$ cat src/rtl/cfgio_decoder.sv
module cfgio_decoder #(
  parameter int PA_W = 64,
  parameter int PORT_IN_W = 32,
  parameter logic [PA_W-1:0] IO_BASE = 64'h8000_0000_0000_0000,
  parameter logic [PA_W-1:0] CFG_BASE = 64'hC000_0000_0000_0000,
  parameter logic [PA_W-1:0] REG_PADDR = 64'h0000_0000_0000_0C80
) (
  input  logic                 clk,
  input  logic                 rst_n,
  input  logic                 req_valid,
  input  logic                 req_write,
  input  logic [PORT_IN_W-1:0] req_port,
  input  logic [2:0]           req_size,
  input  logic [31:0]          req_wdata,
  output logic [PA_W-1:0]      out_paddr,
  output logic [1:0]           out_space,
  output logic                 out_uncache,
  output logic                 out_strict,
  output logic                 out_err
);
  localparam logic [15:0] ADDR_PORT = 16'hCF8;
  localparam logic [13:0] WIN_LINE  = 14'h33F;
  localparam logic [1:0] SP_IO = 2'd0, SP_CFG = 2'd1, SP_REG = 2'd2;

  logic [31:0] cfg_q;

  wire        port_err = |req_port[PORT_IN_W-1:16];
  wire [15:0] port     = req_port[15:0];
  wire        hit_addr = (port == ADDR_PORT) && (req_size == 3'd4);
  wire        hit_win  = (port[15:2] == WIN_LINE);
  wire        cfg_wr   = req_valid && req_write && !port_err && hit_addr;

  wire [PA_W-1:0] io_pa  = IO_BASE | PA_W'(port);
  wire [PA_W-1:0] cfg_pa = CFG_BASE | PA_W'({1'b0, cfg_q[30:2], port[1:0]});

  always_ff @(posedge clk or negedge rst_n)
    if (!rst_n)      cfg_q <= '0;
    else if (cfg_wr) cfg_q <= req_wdata;

  always_comb begin
    out_err     = port_err;
    out_paddr   = io_pa;
    out_space   = SP_IO;
    out_uncache = 1'b1;
    out_strict  = 1'b1;
    if (port_err) begin
      out_paddr   = '0;
      out_uncache = 1'b0;
      out_strict  = 1'b0;
    end else if (hit_addr) begin
      out_paddr   = REG_PADDR;
      out_space   = SP_REG;
      out_uncache = 1'b0;
      out_strict  = 1'b0;
    end else if (hit_win && cfg_q[31]) begin
      out_paddr = cfg_pa;
      out_space = SP_CFG;
    end
  end
endmodule


$ cat config.mk
export PLATFORM = sky130hd
export DESIGN_NAME = cfgio_decoder
export DESIGN_NICKNAME = d
export VERILOG_FILES = /design/src/rtl/cfgio_decoder.sv
export SDC_FILE = /design/constraint.sdc
export NUM_CORES = 1
export LEC_CHECK = 0
export BUFFER_PORTS_ARGS = -buffer_cell sky130_fd_sc_hd__buf_4
export CAP_MARGIN = 10
export CELL_PAD_IN_SITES_DETAIL_PLACEMENT = 1
export CELL_PAD_IN_SITES_GLOBAL_PLACEMENT = 1
export CORE_UTILIZATION = 32
export CTS_BUF_LIST = sky130_fd_sc_hd__clkbuf_4
export CTS_CLUSTER_SIZE = 24
export DETAILED_ROUTE_END_ITERATION = 6
export PLACE_DENSITY_LB_ADDON = 0.05
export SKIP_LAST_GASP = 1
export SLEW_MARGIN = 20
export SYNTH_ARGS = -nofsm -noshare
export SYNTH_HDL_FRONTEND = slang
export SYNTH_SLANG_ARGS = --single-unit
export TNS_END_PERCENT = 10
$ cat constraint.sdc
create_clock -name clk -period 2.1 [get_ports clk]
set_input_delay 0.105 -clock clk [delete_from_list [all_inputs] [get_ports clk]]
set_output_delay 0.105 -clock clk [all_outputs]
set_load 0.1 [all_outputs]
* Yosys cells after proc, flatten, opt, wreduce, memory -nomap -nowiden
Index checks and enable logic that the tools add are counted.
** Cells by class
- Eq/ne operators :: 3
- Muxes and demuxes :: 8
- Reductions and logical operators :: 7
** Operator list (number)
- $mux 64 :: 2
- $mux 63 :: 1
- $eq 16x12->1 const B :: 1
- $reduce_or 16->1 :: 1
- $eq 14x10->1 const B :: 1
- $logic_and 1x1->1 :: 5
- $mux 2 :: 2
- $eq 3x3->1 const B :: 1
- $mux 1 :: 3
- $logic_not 1->1 :: 1
** Storage, ports and cells
- Register bits after elaboration :: 32
- Bits of input ports :: 71
- Logic and storage cells :: 19

* Logic depth before layout (Yosys ltp)
Gate-level depths: netlist (run 1).
- Depth in word-level cells :: 5
- Mapped depth :: 6
- Mapped depth without buffers :: 5

* Worst setup path after synthesis (run 1)
Ideal clock, no wire load.
- Path kind :: input to output
- From :: in req_port[28]
- To :: out out_space[1]
- Arrival time :: 3077 ps
- Data required time :: 1995 ps
- Slack :: -1082 ps
- Stages :: 4
- Cell sequence :: nor4_1 -> nand4_1 -> buf_2 -> nor3_1
** On the way
- Cells in the longest elaborated chain, start to end :: 2
** Ends and longest elaborated chain
- start: declaration :: RTL line 12 : input logic [PORT_IN_W-1:0] req_port,
- $reduce_or 16->1 :: RTL line 27 : wire port_err = |req_port[PORT_IN_W-1:16];
- named net out_err :: RTL line 19 : output logic out_err
- $mux 2 :: RTL line 46 : if (port_err) begin
- end: declaration :: RTL line 16 : output logic [1:0] out_space,
The timed path passes the listed nets, and every way through them passes these cells.

* Worst setup path in the final report (run 1)
- From :: in req_port[28]
- To :: out out_paddr[20]
** On the way
- Cells in the longest elaborated chain, start to end :: 2
** Ends and longest elaborated chain
- $reduce_or 16->1 :: RTL line 27
- $mux 64 :: RTL line 46
- end: declaration :: RTL line 15 : output logic [PA_W-1:0] out_paddr,
Every way passes these cells.

==> results of run 1 <==
[final cells by class]
cell class,instances,area share [%]
Multi-Input combinational cell,127,31.9
Clock inverter,2,0.288
Inverter,5,0.741
Timing Repair Buffer,139,37.9
Clock buffer,6,1.48
Tap cell,72,2.97
Sequential cell,30,24.7
[how the worst max path moves through the flow]
stage	start	to	slack, ps	depth (start not counted)
finish	req_port[28]	out_paddr[20]	200	8
global placement	req_port[28]	cfg_q[20]$_DFFE_PN0P_	100	7
CTS	req_port[12]	out_paddr[4]	170	7
floorplan	req_port[15]	out_paddr[11]	-500	5
detailed placement	req_port[28]	cfg_q[7]$_DFFE_PN0P_	110	7
global route	req_port[12]	out_paddr[6]	90	7
[synth_stat cells]
library cell   n
nor3_2         1
and4_1         2
o211a_1        4
dfrtp_1       30
inv_1          5
o21ai_0        3
o21bai_1       1
a41oi_1        6
buf_4         34
buf_6          4
nand3_1        2
conb_1         1
and2_1        15
nor2b_1        1
nand2_1        2
buf_2          1
a21oi_1        3
and2b_1        1
nor4_4         2
nor3_1         3
mux2_2        29
clkbuf_1       3
nand4_1        4
nor2_1        10
and4bb_1       1
mux2_1         1
nand4_4        1
nor4_1         4
[metrics by stage]
step,std cells,setup TNS [ps]
after floorplan,204,-4580
after global placement,345,0
after detailed placement,345,0
after CTS,381,0
after global routing,381,0
final,381,0
[kinds of logic (layout without fill, tap and decap cells)]
kind of cell           count (synthesis)  in the layout  share of synthesized area [%]
AO/OA/AOI/OAI                         17             17                           6.89
flip-flops                            30             30                           39.7
other                                  1             31                          0.198
multiplexers                          30             30                           17.9
AND/OR/NAND/NOR                       49             49                           17.5
buffers and inverters                 47            152                           17.7
[metal layers]
| metal | wire length [um] | track usage [%] | up-vias |
|---|---|---|---|
| li1 | - | - | 818 |
| met1 | 2010 | 19.8 | 802 |
| met2 | 2670 | 31.8 | 83 |
| met3 | 528 | 5.98 | 4 |
| met4 | 40 | 4.36 | 0 |
| met5 | 0 | 0 | - |
[where the power goes]
group / leakage (nW) / internal (mW) / switching (mW)
clock: 0.0331 / 0.138 / 0.190
combinational: 1.12 / 0.122 / 0.297
sequential: 0.419 / 0.577 / 0.000000000153
total: 1.57 / 0.837 / 0.487
[placed cells by master, fill, tap and decap left out, types with 3 or more instances in the layout]
master and instances:
a41oi_1 6, and2_1 15, buf_12 3, buf_4 108, clkbuf_4 6, conb_1 31, dfrtp_1 30, dlygate4sd3_1 28
inv_1 4, mux2_2 29, nand4_1 4, nor2_1 4, nor2_2 6, nor4_1 4, o211a_2 3, o21ai_0 3
==> run_results.csv, run 1 <==
group,metric,value,unit
run_status,status,"finished clean",
cts,cts_buffer_depth,2,
worst_hold_path,hold_class,"input port to flip-flop",
floorplan,ioPinCount,140,
yosys,synth_area,1890,um2
finish,seq_area,751,um2
finish,final_nets,379,
floorplan,die_h,78.8,um
worst_setup_path,cp_top_family,"simple AND/OR/NAND/NOR gates",
yosys,synth_top_area_share,39.7,%
floorplan,core_area,5610,um2
yosys,ys_seq_area_share,39.7,%
pwr,ir_drop,0.342,mV
placement,portBuffers,106,
sta,setup_ws,196,ps
sta,period_share,90.7,%
grt,grtUsageTotal,17.6,%
sta,hold_violations,0,
placement,place_ws,109,ps
sta,setup_viol,0,
sta,holdWs,24.9,ps
floorplan,die_area,6220,um2
worst_setup_path,ff2ff_path_depth,2,
cts,ctsHoldBuffers,28,
worst_setup_path,crit_path_end_kind,"primary output",
yosys,synth_top_area_cell,"dfrtp_1",
worst_hold_path,hold_start,"req_wdata[5]",
worst_setup_path,r2r_end,"cfg_q[31]$_DFFE_PN0P_",
finish,diodes,0,
sta,rsz0062_at_grt,"false",
detailed_routing,drc,0,
worst_setup_path,path_cells,"buf_4 -> nor4_1 -> nand4_1 -> buf_12 -> nor4_4 -> buf_12 -> and2_1 -> buf_4",
grt,antenna_found_initial,0,
yosys,yosys_warnings,0,
placement,place_area,2700,um2
worst_setup_path,worstReg2RegStart,"cfg_q[31]$_DFFE_PN0P_",
cts,ctsResizeCount,0,
detailed_routing,firstDrtPassIters,4,
sta,slew_violations,0,
worst_setup_path,critPathArrivalTime,1800,ps
worst_hold_path,whs_path_depth,2,
sta,clock.fmax,525,MHz
grt,grt-ovfl-total,0,
flow_run,maxCapViolations,0,
cts,cts_setup_buffers,0,
finish,largest_reg_flops,30,
cts,path_clk_slew,80,ps
grt,grt_pass1_wl,8480,um
floorplan,die_w,78.8,um
detailed_routing,antenna_left,0,
cts,clk_latency,320,ps
worst_setup_path,worst-path-buf-inv,4,
yosys,syn_avg_cell_area,10.9,um2
placement,place.gp.congestion,0.680,
finish,syn2layout_area_growth,60.8,%
pwr,finalPower,1.32,mW
cts,htree_levels,2,
worst_hold_path,hold_end,"cfg_q[5]$_DFFE_PN0P_",
detailed_routing,num_vias,1707,
yosys,ys_ff_latch,30,
worst_setup_path,critical_path.startpoint_type,"input port",
yosys,synth.top_cells.by_area,"dfrtp_1 (40%), mux2_2 (17%), buf_4 (14%), and2_1 (5.0%), a41oi_1 (2.8%)",
worst_setup_path,worst_path_max_delay_cell,"nor4_1",
worst_setup_path,r2r_slack,1170,ps
pwr,leakage,1.57,nW
detailed_routing,drt_iter0_drc,31,
worst_setup_path,cp_slowest_stage_delay,290,ps
floorplan,start_util,33.7,%
detailed_routing,routed_wl,5250,um
worst_setup_path,worstSetupPathType,"input port to primary output",
detailed_routing,viasPerCell,4.48,
grt,grt_max_degree,31,
yosys,synthCells,174,
finish,fin_util,54.2,%
pwr,powerDensity,436,nW/um2
finish,final_cell_area,3040,um2
grt,grt_pass1_vias,1716,
finish,n_fill_cell,657,
worst_setup_path,crit_required,2000,ps
finish,multi_input_area,970,um2
sta,fin_skew,0,ps
finish,top_regs,"cfg_q: 30 flops",
cts,numCtsBuffers,5,
worst_setup_path,cp_max_fo,17,
yosys,ys_types,28,
cts,cts_tree,"done",
placement,post-dp-hpwl,3810,um
cts,cts_sinks,30,
cts,clock-root-buffer,"clkbuf_4",
finish,drive_above_1_share,53.7,%
floorplan,rows,27,
sta,layout_min_cycle_time,1900,ps
detailed_routing,wire_per_inst,13.8,um
finish,largest_register,"cfg_q",
No activity file was read; power rests on OpenSTA's default activity.
==> inputs of run 2 (changes only) <==
--- a/config.mk
+++ b/config.mk
@@ -14,6 +14,7 @@
 export CTS_CLUSTER_SIZE = 24
 export DETAILED_ROUTE_END_ITERATION = 6
 export PLACE_DENSITY_LB_ADDON = 0.05
+export REMOVE_ABC_BUFFERS = 1
 export SKIP_LAST_GASP = 1
 export SLEW_MARGIN = 20
 export SYNTH_ARGS = -nofsm -noshare
==> run 2 against run 1 <==
Effect of this change: cell count up 1.3%; critical path depth down 1; combinational power about the same; sequential cell count unchanged; non-clock buffer count up 5; die area unchanged; final area down 1.2%; sequential power about the same; critical endpoint is now out_paddr[17].
==> run_results.csv, run 2 (same netlist as run 1, synthesis figures left out) <==
group,metric,value,unit
sta,slew_violations,0,
placement,portBuffers,106,
worst_setup_path,critical_path.startpoint_type,"input port",
finish,syn2layout_area_growth,58.8,%
finish,multi_input_area,916,um2
finish,final_nets,384,
flow_run,maxCapViolations,0,
sta,setup_ws,211,ps
worst_setup_path,path_cells,"buf_4 -> nor4_1 -> nand4_1 -> nor4_4 -> buf_4 -> and2_1 -> buf_4",
grt,antenna_found_initial,0,
worst_setup_path,worst_path_max_delay_cell,"nor4_1",
finish,final_cell_mix,"buf_4 (112), conb_1 (31), dlygate4sd3_1 (31)",
worst_setup_path,crit_path_end_kind,"primary output",
sta,hold_violations,0,
sta,layout_min_cycle_time,1890,ps
finish,seq_area,751,um2
sta,fin_setup_tns,0,ps
worst_setup_path,worstSetupPathType,"input port to primary output",
finish,n_fill_cell,656,
finish,drive_above_1_share,48.7,%
floorplan,die_w,78.8,um
placement,place_ws,72.1,ps
sta,holdWs,232,ps
detailed_routing,num_vias,1768,
detailed_routing,wire_per_inst,14.0,um
placement,place.gp.congestion,0.742,
finish,top_regs,"cfg_q: 30 flops",
grt,grt_pass1_vias,1843,
detailed_routing,drt_iter0_drc,39,
finish,final_common_cell,"buf_4",
sta,setup_viol,0,
sta,fin_skew,0,ps
cts,htree_levels,2,
worst_setup_path,cp_slowest_stage_delay,330,ps
worst_setup_path,crit_required,2000,ps
floorplan,die_area,6220,um2
sta,period_share,89.9,%
floorplan,ioPinCount,140,
finish,largest_reg_flops,30,
grt,grtUsageTotal,19.1,%
floorplan,rows,27,
floorplan,core_area,5610,um2
cts,numCtsBuffers,5,
cts,clk_latency,330,ps
cts,cts_buffer_depth,2,
sta,clock.fmax,529,MHz
pwr,finalPower,1.33,mW
grt,grt_max_degree,31,
detailed_routing,firstDrtPassIters,4,
finish,diodes,0,
floorplan,start_util,33.7,%
detailed_routing,drc,0,
worst_setup_path,cpMostUsedCell,"buf_4",
cts,cts_sinks,30,
worst_hold_path,hold_class,"input port to async pin",
floorplan,die_h,78.8,um
placement,post-dp-hpwl,3840,um
worst_setup_path,critPathArrivalTime,1780,ps
pwr,powerDensity,445,nW/um2
run_status,status,"finished clean",
pwr,leakage,1.62,nW
detailed_routing,viasPerCell,4.58,
grt,grt_pass1_wl,9130,um
sta,rsz0062_at_grt,"false",
cts,path_clk_slew,100,ps
cts,clock-root-buffer,"clkbuf_4",
detailed_routing,routed_wl,5400,um
grt,grt-ovfl-total,0,
cts,ctsResizeCount,0,
finish,largest_register,"cfg_q",
worst_setup_path,cp_max_fo,17,
detailed_routing,antenna_left,0,
pwr,ir_drop,0.254,mV
cts,cts_tree,"done",
[run 2: cell count changes in the layout (fill, tap and decap cells not counted), sizes merged]
cell | previous run | this run
clkbuf | 6 | 5
inv | 4 | 5
buf | 111 | 113
dlygate4sd3 | 28 | 31
[run 2: power by group]
part | internal [mW] | total (mW) | switching [mW]
Combinational | 0.125 | 0.422 | 0.296
Sequential | 0.577 | 0.577 | 0.000000000145
Clock | 0.124 | 0.335 | 0.211
[run 2: per-layer routing]
| metal | up-vias | wire [um] | GRT usage [%] | share of wire [%] |
|---|---|---|---|---|
| li1 | 824 | - | - | - |
| met1 | 847 | 2140 | 22.5 | 40 |
| met2 | 90 | 2680 | 33.3 | 50 |
| met3 | 7 | 505 | 5.75 | 9.4 |
| met4 | 0 | 72 | 5.45 | 1.3 |
| met5 | - | 0 | 0 | 0 |
[run 2: worst paths after layout]
| path | startpoint | endpoint | depth (start not counted) | slack [ps] |
|---|---|---|---|---|
| min in group clk | req_write | cfg_q[11]$_DFFE_PN0P_ | 5 | 420 |
| worst max register to register | cfg_q[31]$_DFFE_PN0P_ | cfg_q[31]$_DFFE_PN0P_ | 2 | 1160 |
| worst min register to register | cfg_q[24]$_DFFE_PN0P_ | cfg_q[24]$_DFFE_PN0P_ | 1 | 500 |
| worst max-delay path | req_port[27] | out_paddr[17] | 7 | 210 |
| max in group asynchronous | rst_n | cfg_q[16]$_DFFE_PN0P_ | 2 | 1570 |
| worst min-delay path | rst_n | cfg_q[14]$_DFFE_PN0P_ | 2 | 230 |
[run 2: cell type report]
cell class | count | area share (%)
timing repair buffer | 144 | 39.0
multi-input combinational | 127 | 30.5
sequential | 30 | 25.0
tap | 72 | 3.00
clock buffer | 5 | 1.25
inverter | 5 | 0.626
clock inverter | 3 | 0.542
[run 2: per-stage QoR]
stage                     cells  util, %  cell area [um2]
after global placement      346     46.9             2630
final                       386     53.5             3000
after global routing        386     53.5             3000
after CTS                   385     53.4             2990
after detailed placement    346     46.9             2630
after floorplan             162        -             1690
[run 2: timing repair]
action                                  in CTS  in global routing
endpoints found under the hold margin       60                  0
buffers inserted                             0                  1
endpoints found under the setup margin       0                  7
hold buffers                                31                  0
[run 2: worst max-delay path: cells and delay by family]
kind,cells,cell delay [ps]
AND/OR/NAND/NOR,4,1040
buffers and inverters,3,640
==> inputs of run 3 (changes only) <==
--- a/config.mk
+++ b/config.mk
@@ -7,12 +7,13 @@
 export LEC_CHECK = 0
 export BUFFER_PORTS_ARGS = -buffer_cell sky130_fd_sc_hd__buf_4
 export CAP_MARGIN = 10
-export CELL_PAD_IN_SITES_DETAIL_PLACEMENT = 1
-export CELL_PAD_IN_SITES_GLOBAL_PLACEMENT = 1
-export CORE_UTILIZATION = 32
+export CELL_PAD_IN_SITES_DETAIL_PLACEMENT = 0
+export CELL_PAD_IN_SITES_GLOBAL_PLACEMENT = 2
+export CORE_UTILIZATION = 24
 export CTS_BUF_LIST = sky130_fd_sc_hd__clkbuf_4
 export CTS_CLUSTER_SIZE = 24
 export DETAILED_ROUTE_END_ITERATION = 6
+export MAX_ROUTING_LAYER = met4
 export PLACE_DENSITY_LB_ADDON = 0.05
 export REMOVE_ABC_BUFFERS = 1
 export SKIP_LAST_GASP = 1
==> run 3 against run 2 <==
Effect of this change: sequential power is essentially flat; die area up 32%; worst hold slack improved by 28 ps; final area grew 1.1%; non-clock buffer count is the same; first-iteration DRC count is 110% higher; fmax is 5.0% higher; utilization decreased by 13 points; global-route usage down 5.7 points; cell count is 7.0% higher; wire length is 3.0% lower; critical path type unchanged; critical endpoint is now out_paddr[25].
==> run_results.csv, run 3 (same netlist as run 1, synthesis figures left out) <==
group,metric,value,unit
worst_setup_path,critPathArrivalTime,1690,ps
worst_setup_path,r2r_end,"cfg_q[31]$_DFFE_PN0P_",
detailed_routing,drt_iter0_drc,81,
worst_setup_path,worst-path-buf-inv,4,
worst_setup_path,cp_slowest_stage_delay,290,ps
sta,rsz0062_at_grt,"false",
placement,place_ws,159,ps
grt,grt_pass1_wl,8350,um
worst_setup_path,crit_required,2000,ps
finish,syn2layout_area_growth,60.6,%
floorplan,rows,31,
worst_setup_path,r2r_slack,1160,ps
detailed_routing,routed_wl,5230,um
floorplan,ioPinCount,140,
finish,drive_above_1_share,48.7,%
grt,grtUsageTotal,13.3,%
pwr,powerDensity,440,nW/um2
floorplan,core_area,7450,um2
placement,dp_cells,374,
grt,grt_max_degree,31,
worst_setup_path,worstReg2RegStart,"cfg_q[31]$_DFFE_PN0P_",
sta,setup_ws,301,ps
worst_setup_path,worstSetupPathType,"input port to primary output",
floorplan,die_h,90.7,um
worst_setup_path,worst_path_max_delay_cell,"buf_4",
cts,numCtsBuffers,5,
finish,largest_reg_flops,30,
worst_setup_path,critical_path.startpoint_type,"input port",
flow_run,maxCapViolations,0,
sta,fin_skew,0,ps
detailed_routing,wire_per_inst,12.7,um
finish,final_common_cell,"buf_4",
floorplan,die_w,90.7,um
grt,grt_pass1_vias,1752,
placement,portBuffers,106,
finish,final_cell_mix,"buf_4 (112), conb_1 (31), dlygate4sd3_1 (31)",
finish,final_cell_area,3030,um2
worst_setup_path,ff2ff_path_depth,2,
floorplan,die_area,8230,um2
run_status,status,"finished clean",
worst_hold_path,hold_class,"input port to async pin",
finish,largest_register,"cfg_q",
cts,cts_buffer_depth,2,
sta,layout_min_cycle_time,1800,ps
placement,place_area,2670,um2
sta,setup_viol,0,
finish,instances_no_fill,413,
worst_setup_path,cpMostUsedCell,"buf_4",
pwr,leakage,1.62,nW
pwr,ir_drop,0.195,mV
cts,path_clk_slew,110,ps
sta,clock.fmax,556,MHz
cts,cts_tree,"done",
worst_setup_path,cp_top_family,"simple AND/OR/NAND/NOR gates",
cts,htree_levels,2,
worst_setup_path,worstSetupStartpoint,"req_port[17]",
sta,period_share,85.6,%
worst_setup_path,cp_max_fo,17,
cts,ctsResizeCount,0,
detailed_routing,antenna_left,0,
floorplan,start_util,25.4,%
detailed_routing,num_vias,1767,
grt,antenna_found_initial,0,
worst_setup_path,path_cells,"buf_4 -> nor4_1 -> nand4_1 -> buf_4 -> nor4_4 -> buf_12 -> and2_1 -> buf_4",
cts,clk_latency,330,ps
cts,cts_setup_buffers,0,
detailed_routing,viasPerCell,4.28,
cts,cts_sinks,30,
finish,top_regs,"cfg_q: 30 flops",
sta,hold_violations,0,
worst_setup_path,crit_path_end_kind,"primary output",
worst_setup_path,cp.depth,8,
placement,post-dp-hpwl,3800,um
placement,place.gp.congestion,0.664,
cts,clock-root-buffer,"clkbuf_4",
sta,slew_violations,0,
detailed_routing,drc,0,
detailed_routing,firstDrtPassIters,4,
grt,grt-ovfl-total,0,
finish,final_nets,384,
finish,diodes,0,
==> run 3: cell type report <==
class | instances | area [um2]
Multi-Input combinational cell | 127 | 916
Clock buffer | 5 | 37.5
Sequential cell | 30 | 751
Tap cell | 99 | 124
Inverter | 5 | 18.8
Timing Repair Buffer | 144 | 1170
Clock inverter | 3 | 16.3
Fill cell | 772 | 4410
==> run 3: power breakdown <==
part           total [mW]  switching [mW]  internal (mW)
combinational       0.420           0.295          0.125
sequential          0.577  0.000000000141          0.577
clock               0.338           0.214          0.124
total                1.34           0.509          0.827
==> run 3: timing repair <==
action,in CTS,in global routing
endpoints found under the hold margin,60,0
hold buffers,31,0
endpoints found under the setup margin,0,0
==> run 3: worst max path at each step <==
stage,slack (ps),endpoint
after floorplan,-3240,out_paddr[16]
after global routing,180,out_paddr[5]
after CTS,270,out_paddr[4]
after detailed placement,160,cfg_q[21]$_DFFE_PN0P_
final,300,out_paddr[25]
after global placement,130,cfg_q[26]$_DFFE_PN0P_
==> run 3: layer usage <==
layer  track usage [%]  share of wire, %  up-vias
met5                 -                 0        -
met4              4.97               1.7        0
met3              3.03               7.5        9
met2              22.0                48       92
met1              15.7                42      843
li1                  -                 -      823
==> run 3: per-stage QoR <==
step | TNS, ps | power, mW | utilization [%] | hold slack [ps]
floorplan | -139480 | 0.845 | - | -191
global placement | 0 | 0.963 | 35.9 | 73.9
detailed placement | 0 | 0.964 | 35.9 | 72.3
CTS | 0 | 1.37 | 40.7 | 240
global route | 0 | 1.41 | 40.7 | 272
finish | 0 | 1.34 | 40.7 | 259
==> run 3: worst reg2reg max path: stages (launching register included) <==
cell     delay (ps)
dfrtp_1         400
buf_4           180
mux2_2          260
